==> config.mk <==
export PLATFORM = sky130hd
export DESIGN_NAME = ddr_init_seq
export DESIGN_NICKNAME = d
export VERILOG_FILES = /design/src/rtl/ddr_init_pkg.sv /design/src/rtl/ddr_down_timer.sv /design/src/rtl/ddr_refresh_timer.sv /design/src/rtl/ddr_init_seq.sv
export SDC_FILE = /design/constraint.sdc
export NUM_CORES = 1
export LEC_CHECK = 0
export BUFFER_PORTS_ARGS = -buffer_cell sky130_fd_sc_hd__buf_2
export CAP_MARGIN = 5
export CORE_MARGIN = 5
export CORE_UTILIZATION = 52
export CTS_CLUSTER_DIAMETER = 120
export CTS_CLUSTER_SIZE = 25
export DETAILED_ROUTE_END_ITERATION = 8
export GPL_TIMING_DRIVEN = 0
export MAX_ROUTING_LAYER = met4
export PLACE_DENSITY_LB_ADDON = 0.2
export SYNTH_ARGS = -nofsm -noshare
export SYNTH_HDL_FRONTEND = slang
export SYNTH_SLANG_ARGS = --single-unit
==> constraint.sdc <==
create_clock -name clk_i -period 2.2 [get_ports clk_i]
set_clock_uncertainty 0.1 [all_clocks]
set_input_delay 0.33 -clock clk_i [delete_from_list [all_inputs] [get_ports clk_i]]
set_output_delay 0.33 -clock clk_i [all_outputs]
set_load 0.01 [all_outputs]
==> src/rtl/ddr_init_pkg.sv <==
package ddr_init_pkg;
  // {ras_n, cas_n, we_n} with cs_n low
  typedef enum logic [2:0] {
    CMD_LMR = 3'b000,
    CMD_REF = 3'b001,
    CMD_PRE = 3'b010,
    CMD_NOP = 3'b111
  } ddr_cmd_e;

  typedef enum logic [2:0] {
    S_WAIT, S_NOP, S_CMD, S_GAP, S_DONE, S_AREF, S_ARFC
  } seq_state_e;

  localparam int unsigned NUM_STEPS = 7;
  localparam int unsigned STEP_W    = 3;
endpackage

==> src/rtl/ddr_down_timer.sv <==
module ddr_down_timer #(
  parameter int unsigned W       = 8,
  parameter int unsigned RST_VAL = 0
) (
  input  logic         clk_i,
  input  logic         rst_ni,
  input  logic         load_i,
  input  logic [W-1:0] val_i,
  output logic         zero_o
);
  logic [W-1:0] cnt_q;

  always_ff @(posedge clk_i or negedge rst_ni) begin
    if (!rst_ni)           cnt_q <= W'(RST_VAL);
    else if (load_i)       cnt_q <= val_i;
    else if (cnt_q != '0)  cnt_q <= cnt_q - 1'b1;
  end

  assign zero_o = (cnt_q == '0);
endmodule

==> src/rtl/ddr_refresh_timer.sv <==
module ddr_refresh_timer #(
  parameter int unsigned PERIOD = 780
) (
  input  logic clk_i,
  input  logic rst_ni,
  input  logic en_i,
  input  logic clr_i,
  output logic req_o
);
  localparam int unsigned RW = $clog2(PERIOD + 1);
  localparam logic [RW-1:0] RELOAD = RW'(PERIOD - 1);

  logic [RW-1:0] cnt_q;
  logic          req_q;

  always_ff @(posedge clk_i or negedge rst_ni) begin
    if (!rst_ni) begin
      cnt_q <= RELOAD;
      req_q <= 1'b0;
    end else if (!en_i) begin
      cnt_q <= RELOAD;
      req_q <= 1'b0;
    end else if (cnt_q == '0) begin
      cnt_q <= RELOAD;
      req_q <= 1'b1;          // expiry wins over a same-cycle grant
    end else begin
      cnt_q <= cnt_q - 1'b1;
      if (clr_i) req_q <= 1'b0;
    end
  end

  assign req_o = req_q;
endmodule

==> src/rtl/ddr_init_seq.sv <==
module ddr_init_seq
  import ddr_init_pkg::*;
#(
  parameter int unsigned CLK_PERIOD_PS = 10_000,
  parameter int unsigned INIT_TIME_PS  = 200_000_000,
  parameter int unsigned CAS_LAT       = 3,
  parameter int unsigned T_RP_CYC      = 2,
  parameter int unsigned T_MRD_CYC     = 2,
  parameter int unsigned T_RFC_CYC     = 8,
  parameter int unsigned REFI_CYC      = 780,
  parameter int unsigned ADDR_W        = 13,
  parameter int unsigned BA_W          = 2
) (
  input  logic              clk_i,
  input  logic              rst_ni,
  input  logic              refresh_ack_i,
  output logic              cke_o,
  output logic              cs_no,
  output logic              ras_no,
  output logic              cas_no,
  output logic              we_no,
  output logic [BA_W-1:0]   ba_o,
  output logic [ADDR_W-1:0] addr_o,
  output logic              init_done_o,
  output logic              refresh_req_o
);
  localparam int unsigned INIT_RAW = (INIT_TIME_PS + CLK_PERIOD_PS - 1) / CLK_PERIOD_PS;
  localparam int unsigned INIT_CYC = (INIT_RAW < 1) ? 1 : INIT_RAW;
  localparam int unsigned GAP_A    = (T_RP_CYC > T_MRD_CYC) ? T_RP_CYC : T_MRD_CYC;
  localparam int unsigned MAX_GAP  = (GAP_A > T_RFC_CYC) ? GAP_A : T_RFC_CYC;
  localparam int unsigned MAX_CNT  = (INIT_CYC > MAX_GAP) ? INIT_CYC : MAX_GAP;
  localparam int unsigned CNT_W    = $clog2(MAX_CNT + 1);
  localparam logic [2:0]  CL_CODE  = (CAS_LAT == 2) ? 3'd2 : 3'd3;

  seq_state_e        state_q, state_d;
  logic [STEP_W-1:0] step_q, step_d;
  logic              tmr_load, tmr_zero, grant;
  logic [CNT_W-1:0]  tmr_val;
  ddr_cmd_e          step_cmd, cmd;
  logic [BA_W-1:0]   step_ba;
  logic [ADDR_W-1:0] step_addr;
  logic [CNT_W-1:0]  step_gap;

  function automatic logic [ADDR_W-1:0] mode_word(input logic dll_rst);
    logic [ADDR_W-1:0] w;
    w      = '0;
    w[2:0] = 3'b001;
    w[6:4] = CL_CODE;
    w[8]   = dll_rst;
    return w;
  endfunction

  // script table
  always_comb begin
    step_cmd  = CMD_LMR;
    step_ba   = '0;
    step_addr = '0;
    step_gap  = CNT_W'(T_MRD_CYC);
    unique case (step_q)
      3'd0, 3'd3: begin
        step_cmd      = CMD_PRE;
        step_addr[10] = 1'b1;
        step_gap      = CNT_W'(T_RP_CYC);
      end
      3'd1: step_ba   = BA_W'(1);
      3'd2: step_addr = mode_word(1'b1);
      3'd4, 3'd5: begin
        step_cmd = CMD_REF;
        step_gap = CNT_W'(T_RFC_CYC);
      end
      default: step_addr = mode_word(1'b0);
    endcase
  end

  assign grant = (state_q == S_DONE) && refresh_req_o && refresh_ack_i;

  always_comb begin
    state_d  = state_q;
    step_d   = step_q;
    tmr_load = 1'b0;
    tmr_val  = step_gap - 1'b1;
    unique case (state_q)
      S_WAIT: if (tmr_zero) state_d = S_NOP;
      S_NOP:  state_d = S_CMD;
      S_CMD: begin
        tmr_load = 1'b1;
        state_d  = S_GAP;
      end
      S_GAP: if (tmr_zero) begin
        if (step_q == STEP_W'(NUM_STEPS - 1)) state_d = S_DONE;
        else begin
          step_d  = step_q + 1'b1;
          state_d = S_CMD;
        end
      end
      S_DONE: if (grant) state_d = S_AREF;
      S_AREF: begin
        tmr_load = 1'b1;
        tmr_val  = CNT_W'(T_RFC_CYC - 1);
        state_d  = S_ARFC;
      end
      S_ARFC: if (tmr_zero) state_d = S_DONE;
      default: state_d = S_WAIT;
    endcase
  end

  always_ff @(posedge clk_i or negedge rst_ni) begin
    if (!rst_ni) begin
      state_q <= S_WAIT;
      step_q  <= '0;
    end else begin
      state_q <= state_d;
      step_q  <= step_d;
    end
  end

  ddr_down_timer #(.W(CNT_W), .RST_VAL(INIT_CYC - 1)) u_gap_tmr (
    .clk_i  (clk_i),
    .rst_ni (rst_ni),
    .load_i (tmr_load),
    .val_i  (tmr_val),
    .zero_o (tmr_zero)
  );

  assign init_done_o = (state_q == S_DONE) || (state_q == S_AREF) || (state_q == S_ARFC);

  ddr_refresh_timer #(.PERIOD(REFI_CYC)) u_refi (
    .clk_i  (clk_i),
    .rst_ni (rst_ni),
    .en_i   (init_done_o),
    .clr_i  (grant),
    .req_o  (refresh_req_o)
  );

  always_comb begin
    cmd = CMD_NOP;
    if (state_q == S_CMD)       cmd = step_cmd;
    else if (state_q == S_AREF) cmd = CMD_REF;
  end

  assign cke_o  = (state_q != S_WAIT);
  assign cs_no  = (state_q == S_WAIT);
  assign ras_no = cmd[2];
  assign cas_no = cmd[1];
  assign we_no  = cmd[0];
  assign ba_o   = (state_q == S_CMD) ? step_ba   : '0;
  assign addr_o = (state_q == S_CMD) ? step_addr : '0;
endmodule

==> results.yml, run 1 <==
grt:
  grt_pass1_vias: 1441
  grt_max_degree: 33
  antenna_found_initial: 0
  grtUsageTotal: 0.1665
  grt_pass1_wl_um: 6499
  overflow: 0
floorplan:
  pin_count: 25
  die_h_um: 70.66
  core_um2: 3606
  core.rowCount: 22
  start_util: 0.5305
  die-area_um2: 4992
  dieWidth_um: 70.66
synthesis:
  synth-main-ff-cell: "dfrtp_1"
  yosys.area_share.xor_xnor: 0.03205
  synthArstFlopShare: 1.000
  avgSynthCellArea_um2: 9.378
  synthCells: 204
  synth-compound-area-share: 0.1210
  yosysWarningCount: 0
  ys_seq_area_frac: 0.4277
  synthAdderAreaFrac: 0.04578
  synth_top_family_by_area: "simple AND/OR/NAND/NOR gates"
  ys_types: 53
  synth-simple-area-share: 0.2695
  ys_seq_elements: 32
  synth-edff-count: 0
  synthMuxAreaShare: 0.02158
  synth_area_um2: 1913
clocking:
  cts_tree: "done"
  cts_sinks: 32
  numCtsBuffers: 5
  cts-htree-levels: 2
  clk_latency_ns: 0.28
  root_buffer: "clkbuf_8"
  clk_pin_slew_ns: 0.07
  cts-hold-fix-buffers: 0
  clockBufferDepth: 2
critical_path:
  startpoint_type: "register"
  r2r-end: "u_gap_tmr.cnt_q[6]"
  r2r-start: "u_gap_tmr.cnt_q[0]"
  required_ns: 2.31
  reg2reg_depth: 7
  endpoint_kind: "register"
  path_class: "reg2reg"
  r2r_slack_ns: 0.08
  arrival_ns: 2.23
  cp_max_fo: 7
timing:
  setup_viol: 0
  maxSlewHeadroom: 0.5383
  fmax_mhz: 472.0
  final-max-slew-violation-count: 0
  fin_ws_ns: 0.08134
  timing.final.crit_share: 0.9630
  tightest_slew_ns: 0.6925
  fin_tns_setup_ns: 0
  hold-worst-slack_ns: -0.01164
  hold_violations: 6
  min_period_ns: 2.119
route:
  via_per_inst: 5.298
  first_iter_violations: 105
  routed_wl_um: 3741
  post-route-drc-count: 0
  wl_per_cell_um: 13.13
  vias: 1510
  dr.pass1.iters: 4
  ant_nets: 0
layout:
  final_cell_mix: "nor2_1 (22), nand2_1 (19), buf_4 (16)"
  final_nets: 246
  num_antenna_cells: 0
  area_growth_pct: 17.46
  final_common_cell: "nor2_1"
  drive_gt1_frac: 0.3122
outcome:
  status: "finished, violations left"
  violations: "hold timing"
run:
  drv_cap: 0
place:
  place_ws_ns: -0.2086
  port_buffers: 15
  routabilityCongestion: 0.8445
  post-dp-hpwl_um: 2588
power_and_ir_drop:
  leakagePower_nw: 1.003
  p_per_area_nw_per_um2: 466.4
  ir_worst_vdd_v: 0.0003243
min_path:
  hold_path.class: "in2async"
metrics by stage:
stage | hold slack, ns | area [um^2] | utilization | total power [mW] | cells
final | -0.01164 | 2247 | 0.6232 | 1.048 | 285
after global routing | 0.04605 | 2247 | 0.6232 | 1.105 | 285
after CTS | 0.01552 | 2218 | 0.6152 | 1.065 | 284
after detailed placement | 0.3188 | 2078 | 0.5763 | 0.6320 | 275
after global placement | 0.3187 | 2078 | 0.5763 | 0.6320 | 275
after floorplan | -0.06559 | 1943 | - | 0.6186 | 212
worst max-delay path, stage by stage, from the launching register on:
cell and delay [ns]:
dfstp_2 0.56, inv_1 0.06, ha_1 0.25, nor3b_4 0.18
buf_4 0.16, and4_1 0.22, or3_1 0.37, a21oi_2 0.14
registers in the layout, summed over array words and instances (netlist names):
signal,count
u_gap_tmr.cnt_q,15
u_refi.cnt_q,10
state_q,3
step_q,3
u_refi.req_o,1
logic make-up after synthesis:
logic type,after synthesis
flip-flops,32
AND/OR/NAND/NOR,91
adder cells (fa/ha/maj),7
multiplexers,4
AO/OA/AOI/OAI,34
other,1
buffers and inverters,28
XOR/XNOR,7
worst max-delay path by stage:
stage                       startpoint                 end  slack [ns]  depth (start not counted)
floorplan                   state_q[1]           addr_o[4]        0.04                          6
global placement    u_gap_tmr.cnt_q[0]           step_q[1]       -0.19                          6
detailed placement  u_gap_tmr.cnt_q[0]           step_q[1]       -0.21                          6
CTS                         state_q[2]           addr_o[5]        0.04                          6
global route        u_gap_tmr.cnt_q[0]  u_gap_tmr.cnt_q[6]      -0.002                          7
finish              u_gap_tmr.cnt_q[0]  u_gap_tmr.cnt_q[6]        0.08                          7
timing repair:
action,4_1_cts,5_1_grt
hold endpoints to repair,0,0
setup endpoints to repair,7,9
buffers inserted,4,1
cloned,0,0
resized for setup,10,6
pin swaps,0,4
cell type report:
class | count | area, um^2
Multi-Input combinational cell | 152 | 1028
Sequential cell | 32 | 823.3
Buffer | 12 | 93.84
Timing Repair Buffer | 20 | 112.6
Inverter | 13 | 48.80
Fill cell | 319 | 1359
Clock buffer | 8 | 80.08
Tap cell | 48 | 60.06
cell usage after synthesis (2+ instances only):
cell type | number | area share
nand3_1 | 5 | 0.013
and3_1 | 2 | 0.0065
nand2_1 | 19 | 0.037
o21ai_0 | 2 | 0.0052
dfstp_2 | 14 | 0.19
o31ai_1 | 6 | 0.024
nand4_1 | 4 | 0.013
nor2_1 | 23 | 0.045
nor4_1 | 3 | 0.0098
ha_1 | 7 | 0.046
nor3b_2 | 3 | 0.020
or4_1 | 4 | 0.016
nor3_1 | 5 | 0.013
nand2b_1 | 4 | 0.013
o21ai_1 | 3 | 0.0078
xnor2_1 | 6 | 0.027
inv_1 | 12 | 0.024
buf_4 | 11 | 0.043
dfrtp_1 | 18 | 0.24
a21oi_1 | 10 | 0.026
or3_1 | 8 | 0.026
clkbuf_1 | 2 | 0.0039
mux2i_1 | 3 | 0.016
report_power, final:
| part | internal [mW] | switching, mW |
|---|---|---|
| combinational | 0.0117 | 0.0205 |
| sequential | 0.590 | 0 |
| clock | 0.224 | 0.202 |
layer usage:
metal / part of all wire / track usage
met5: 0 / -
met4: 0.011 / 0.05637
met3: 0.040 / 0.04830
met2: 0.48 / 0.2744
met1: 0.46 / 0.1952
No activity file was read; power rests on OpenSTA's default activity.
==> run 2: changes to the inputs <==
Settings changed: ABC_AREA set to 1, CAP_MARGIN 5 to 40.
==> results.yml, run 2 <==
synthesis:
  synth-edff-count: 0
  synth_area_um2: 2034
  yosysMostFrequentCell: "nand2_1"
  synth-main-ff-cell: "dfrtp_1"
  synthTopCellsByCount: "nand2_1 (71), nor2_1 (45), inv_1 (30)"
  yosysWarningCount: 0
  ys_types: 30
  ys_seq_elements: 32
  synthArstFlopShare: 1.000
  netlist.area_leader.share: 0.2214
  yosys-top-cells-area: "dfrtp_1 (22%), dfstp_2 (18%), nand2_1 (13%), nor2_1 (8.3%), inv_1 (5.5%)"
  avgSynthCellArea_um2: 7.425
  synth_top_cell_by_area: "dfrtp_1"
  synthCells: 274
  ys_seq_area_frac: 0.4022
critical_path:
  cp_max_fo: 7
  startpoint_type: "register"
  arrival_ns: 1.56
  required_ns: 1.77
  path_buf_inv: 2
  reg2reg_depth: 9
  crit_end: "addr_o[4]"
  r2r_slack_ns: 0.45
  endpoint_kind: "primary output"
  cp-startpoint: "state_q[0]"
  r2r-start: "u_gap_tmr.cnt_q[0]"
  path_class: "reg2out"
  r2r-end: "state_q[1]"
  crit_path_top_delay_cell: "dfrtp_1"
  path_cells: "nor2_4 -> o211ai_1 -> a21oi_1 -> buf_4 -> buf_2"
  cp.depth: 5
  crit_path_max_incr_delay_ns: 0.48
  crit_family: "flip-flops"
floorplan:
  die-area_um2: 5264
  core.rowCount: 22
  die_h_um: 72.55
  start_util: 0.5475
  pin_count: 25
  dieWidth_um: 72.55
  core_um2: 3716
grt:
  grt_pass1_wl_um: 6775
  grt_max_degree: 33
  overflow: 0
  grtUsageTotal: 0.1677
  antenna_found_initial: 0
  grt_pass1_vias: 1584
timing:
  final-max-slew-violation-count: 0
  rsz0062_at_grt: "false"
  timing.final.crit_share: 0.9060
  fmax_mhz: 501.7
  min_period_ns: 1.993
  hold-worst-slack_ns: -0.007590
  setup_viol: 0
  hold_violations: 9
  maxSlewHeadroom: 0.5278
  tightest_slew_ns: 0.7083
  fin_tns_setup_ns: 0
clocking:
  root_buffer: "clkbuf_8"
  clockBufferDepth: 2
  cts-hold-fix-buffers: 0
  post_cts_resized: 0
  cts_sinks: 32
  cts-htree-levels: 2
  postCtsSetupRepairBufs: 0
  numCtsBuffers: 5
  clk_latency_ns: 0.28
  cts_tree: "done"
  clk_pin_slew_ns: 0.07
route:
  first_iter_violations: 106
  ant_nets: 0
  wl_per_cell_um: 10.91
  post-route-drc-count: 0
  vias: 1686
  routed_wl_um: 3850
  dr.pass1.iters: 4
  via_per_inst: 4.776
power_and_ir_drop:
  p_clk_frac: 0.191
  seq_power_share: 0.324
  ir_worst_vdd_v: 0.0007476
  power_frac_comb: 0.485
  leakagePower_nw: 1.235
  p_per_area_nw_per_um2: 1268
  power.internal_mw: 1.635
  p_sw_mw: 1.295
  swShare: 0.4418
layout:
  top_register: "u_gap_tmr.cnt_q"
  biggestRegsByFlops: "u_gap_tmr.cnt_q x15, u_refi.cnt_q x10"
  final_cell_mix: "nand2_1 (71), nor2_1 (45), inv_1 (30)"
  final_util: 0.6219
  largest_register_ffs: 15
  drive_gt1_frac: 0.2295
  final_nets: 314
  final_common_cell: "nand2_1"
  area_growth_pct: 13.59
  num_antenna_cells: 0
outcome:
  status: "finished, violations left"
  violations: "hold timing"
run:
  drv_cap: 0
place:
  port_buffers: 15
  post-dp-hpwl_um: 2849
  routabilityCongestion: 0.8086
min_path:
  hold_path.class: "in2async"
## run 2: worst reg2reg max path: stages, from the launching register on
cell	delay, ns
dfstp_2	0.38
inv_1	0.10
ha_1	0.26
nand2_1	0.14
nor2_2	0.20
nand2_1	0.17
nand2_2	0.14
nand2_1	0.06
nand2_1	0.05
nand2_1	0.05
## run 2: kinds of logic (layout without fill, tap and decap cells)
| kind of cell | count (synthesis) | after routing | synth area share |
|---|---|---|---|
| AO/OA/AOI/OAI | 17 | 17 | 0.04490 |
| buffers and inverters | 46 | 69 | 0.1107 |
| XOR/XNOR | 7 | 7 | 0.03014 |
| flip-flops | 32 | 32 | 0.4022 |
| AND/OR/NAND/NOR | 164 | 164 | 0.3672 |
| adder cells (fa/ha/maj) | 7 | 7 | 0.04305 |
| other | 1 | 9 | 0.001843 |
## run 2: worst min path at each step
stage               cells past startpoint            endpoint   start  slack, ns
detailed placement                      1  u_gap_tmr.cnt_q[8]  rst_ni       0.33
finish                                  1  u_gap_tmr.cnt_q[8]  rst_ni     -0.008
floorplan                               0          state_q[0]  rst_ni      -0.07
CTS                                     1           step_q[0]  rst_ni       0.01
global route                            1     u_refi.cnt_q[5]  rst_ni       0.05
global placement                        1  u_gap_tmr.cnt_q[8]  rst_ni       0.33
## run 2: metrics by stage
stage                     power (mW)  std cells  instance area (um^2)  setup slack (ns)
final                          2.930        353                  2311            0.2069
after global routing           3.216        353                  2311           0.05919
after CTS                      2.966        353                  2311            0.1882
after detailed placement       2.378        345                  2200            0.4691
after global placement         2.354        345                  2200            0.4826
after floorplan                2.063        282                  2064            0.4862
## run 2: layer usage
metal | track usage | vias up | wire length [um]
li1 | - | 895 | -
met1 | 0.2130 | 760 | 1820
met2 | 0.2645 | 26 | 1831
met3 | 0.03324 | 5 | 158
met4 | 0.06148 | 0 | 39
met5 | - | - | 0
## run 2: cell type report
cell class                 instances  area (um^2)
inverter                          33        126.4
buffer                            13        98.84
tap                               48        60.06
clock inverter                     3        42.54
multi-input combinational        204         1021
timing repair buffer              15        75.07
fill                             351         1405
clock buffer                       5        68.82
sequential                        32        818.3
## run 2: power groups by stage
stage / combinational [mW] / sequential (mW) / clock (mW)
4_1_cts: 1.44 / 0.950 / 0.579
5_1_grt: 1.63 / 0.975 / 0.614
6_report: 1.42 / 0.950 / 0.559
3_5_place_dp: 1.42 / 0.957 / 0
3_3_place_gp: 1.40 / 0.956 / 0
2_1_floorplan: 1.14 / 0.919 / 0
==> run 3: changes to the inputs <==
Settings changed: PLACE_DENSITY set to 0.83, PLACE_DENSITY_LB_ADDON 0.2 to unset.
==> results.yml, run 3 (same netlist as run 2, synthesis figures left out) <==
timing:
  final-max-slew-violation-count: 0
  hold-worst-slack_ns: -0.009108
  min_period_ns: 2.003
  setup_viol: 0
  hold_violations: 17
  timing.final.crit_share: 0.9102
  fmax_mhz: 499.4
  rsz0062_at_grt: "false"
  maxSlewHeadroom: 0.5249
  fin_tns_setup_ns: 0
  tightest_slew_ns: 0.7126
floorplan:
  core_um2: 3716
  die-area_um2: 5264
  pin_count: 25
  dieWidth_um: 72.55
  die_h_um: 72.55
  core.rowCount: 22
  start_util: 0.5475
critical_path:
  cp-startpoint: "state_q[1]"
  required_ns: 1.77
  cp.depth: 6
  endpoint_kind: "primary output"
  arrival_ns: 1.57
  startpoint_type: "register"
  path_cells: "inv_2 -> nor2_4 -> o211ai_1 -> a21oi_1 -> buf_4 -> buf_2"
  r2r-end: "state_q[1]"
  reg2reg_depth: 9
  r2r-start: "u_gap_tmr.cnt_q[0]"
  crit_family: "flip-flops"
  crit_path_top_delay_cell: "dfrtp_1"
  crit_end: "addr_o[4]"
  path_class: "reg2out"
  crit_path_max_incr_delay_ns: 0.46
  path_buf_inv: 3
  r2r_slack_ns: 0.45
  cp_max_fo: 6
place:
  port_buffers: 15
  post-dp-hpwl_um: 2917
  routabilityCongestion: 0.8423
clocking:
  post_cts_resized: 0
  cts_sinks: 32
  cts_tree: "done"
  clockBufferDepth: 2
  cts-hold-fix-buffers: 0
  numCtsBuffers: 5
  clk_pin_slew_ns: 0.07
  clk_latency_ns: 0.29
  postCtsSetupRepairBufs: 0
  cts-htree-levels: 2
  root_buffer: "clkbuf_8"
route:
  via_per_inst: 4.943
  vias: 1745
  wl_per_cell_um: 11.15
  dr.pass1.iters: 4
  post-route-drc-count: 0
  wl_met3_um: 205
  first_iter_violations: 79
  ant_nets: 0
  routed_wl_um: 3935
  met1Wirelength_um: 1761
  topRoutingLayerUsed: "met4"
  wl_met2_um: 1926
grt:
  grt_max_degree: 33
  grtUsageTotal: 0.1688
  antenna_found_initial: 0
  grt_pass1_wl_um: 6872
  grt_pass1_vias: 1624
  overflow: 0
layout:
  largest_register_ffs: 15
  num_antenna_cells: 0
  final_util: 0.6219
  drive_gt1_frac: 0.2295
  top_register: "u_gap_tmr.cnt_q"
  final_cell_mix: "nand2_1 (71), nor2_1 (45), inv_1 (30)"
  biggestRegsByFlops: "u_gap_tmr.cnt_q x15, u_refi.cnt_q x10"
  final_common_cell: "nand2_1"
  final_nets: 314
  area_growth_pct: 13.59
power_and_ir_drop:
  leakagePower_nw: 1.235
  ir_worst_vdd_v: 0.0007699
  finalPower_mw: 2.968
  p_per_area_nw_per_um2: 1284
min_path:
  hold_path.class: "in2async"
run:
  drv_cap: 0
outcome:
  status: "finished, violations left"
  violations: "hold timing"
==> run 3: worst min-delay path by stage <==
stage	from	end	slack, ns	cells past startpoint
detailed placement	rst_ni	u_gap_tmr.cnt_q[13]	0.33	1
finish	rst_ni	u_gap_tmr.cnt_q[13]	-0.009	1
CTS	rst_ni	state_q[1]	0.02	1
global placement	rst_ni	step_q[2]	0.32	1
floorplan	rst_ni	state_q[0]	-0.07	0
global route	rst_ni	u_gap_tmr.cnt_q[8]	0.05	1
==> run 3: worst reg2reg max path: stages (launching register included) <==
cell and delay (ns):
dfstp_2 0.38, inv_1 0.10, ha_1 0.26, nand2_1 0.14
nor2_2 0.20, nand2_1 0.17, nand2_2 0.14, nand2_1 0.06
nand2_1 0.06, nand2_1 0.05
==> run 3: layout make-up <==
type	count	area [um^2]
multi-input combinational	204	1021
clock inverter	3	42.54
tap	48	60.06
clock buffer	5	68.82
inverter	33	126.4
buffer	13	98.84
sequential	32	818.3
timing repair buffer	15	75.07
fill	341	1405
==> run 3: metrics by stage <==
stage | hold WS [ns] | area [um^2] | setup slack, ns | instances
2_1_floorplan | -0.06559 | 2064 | 0.4862 | 282
3_3_place_gp | 0.3201 | 2200 | 0.4736 | 345
3_5_place_dp | 0.3331 | 2200 | 0.4781 | 345
4_1_cts | 0.01639 | 2311 | 0.1905 | 353
5_1_grt | 0.04640 | 2311 | 0.05567 | 353
6_report | -0.009108 | 2311 | 0.1975 | 353
==> run 3: metal layers <==
layer,vias up,global-route usage
li1,896,-
met1,811,0.2016
met2,33,0.2745
met3,5,0.04571
met4,0,0.05738
met5,-,-
==> run 3: power by group <==
part           leakage (nW)  switching, mW  internal [mW]
combinational         0.789          0.939          0.504
sequential            0.391          0.156          0.796
clock                0.0541          0.237          0.335
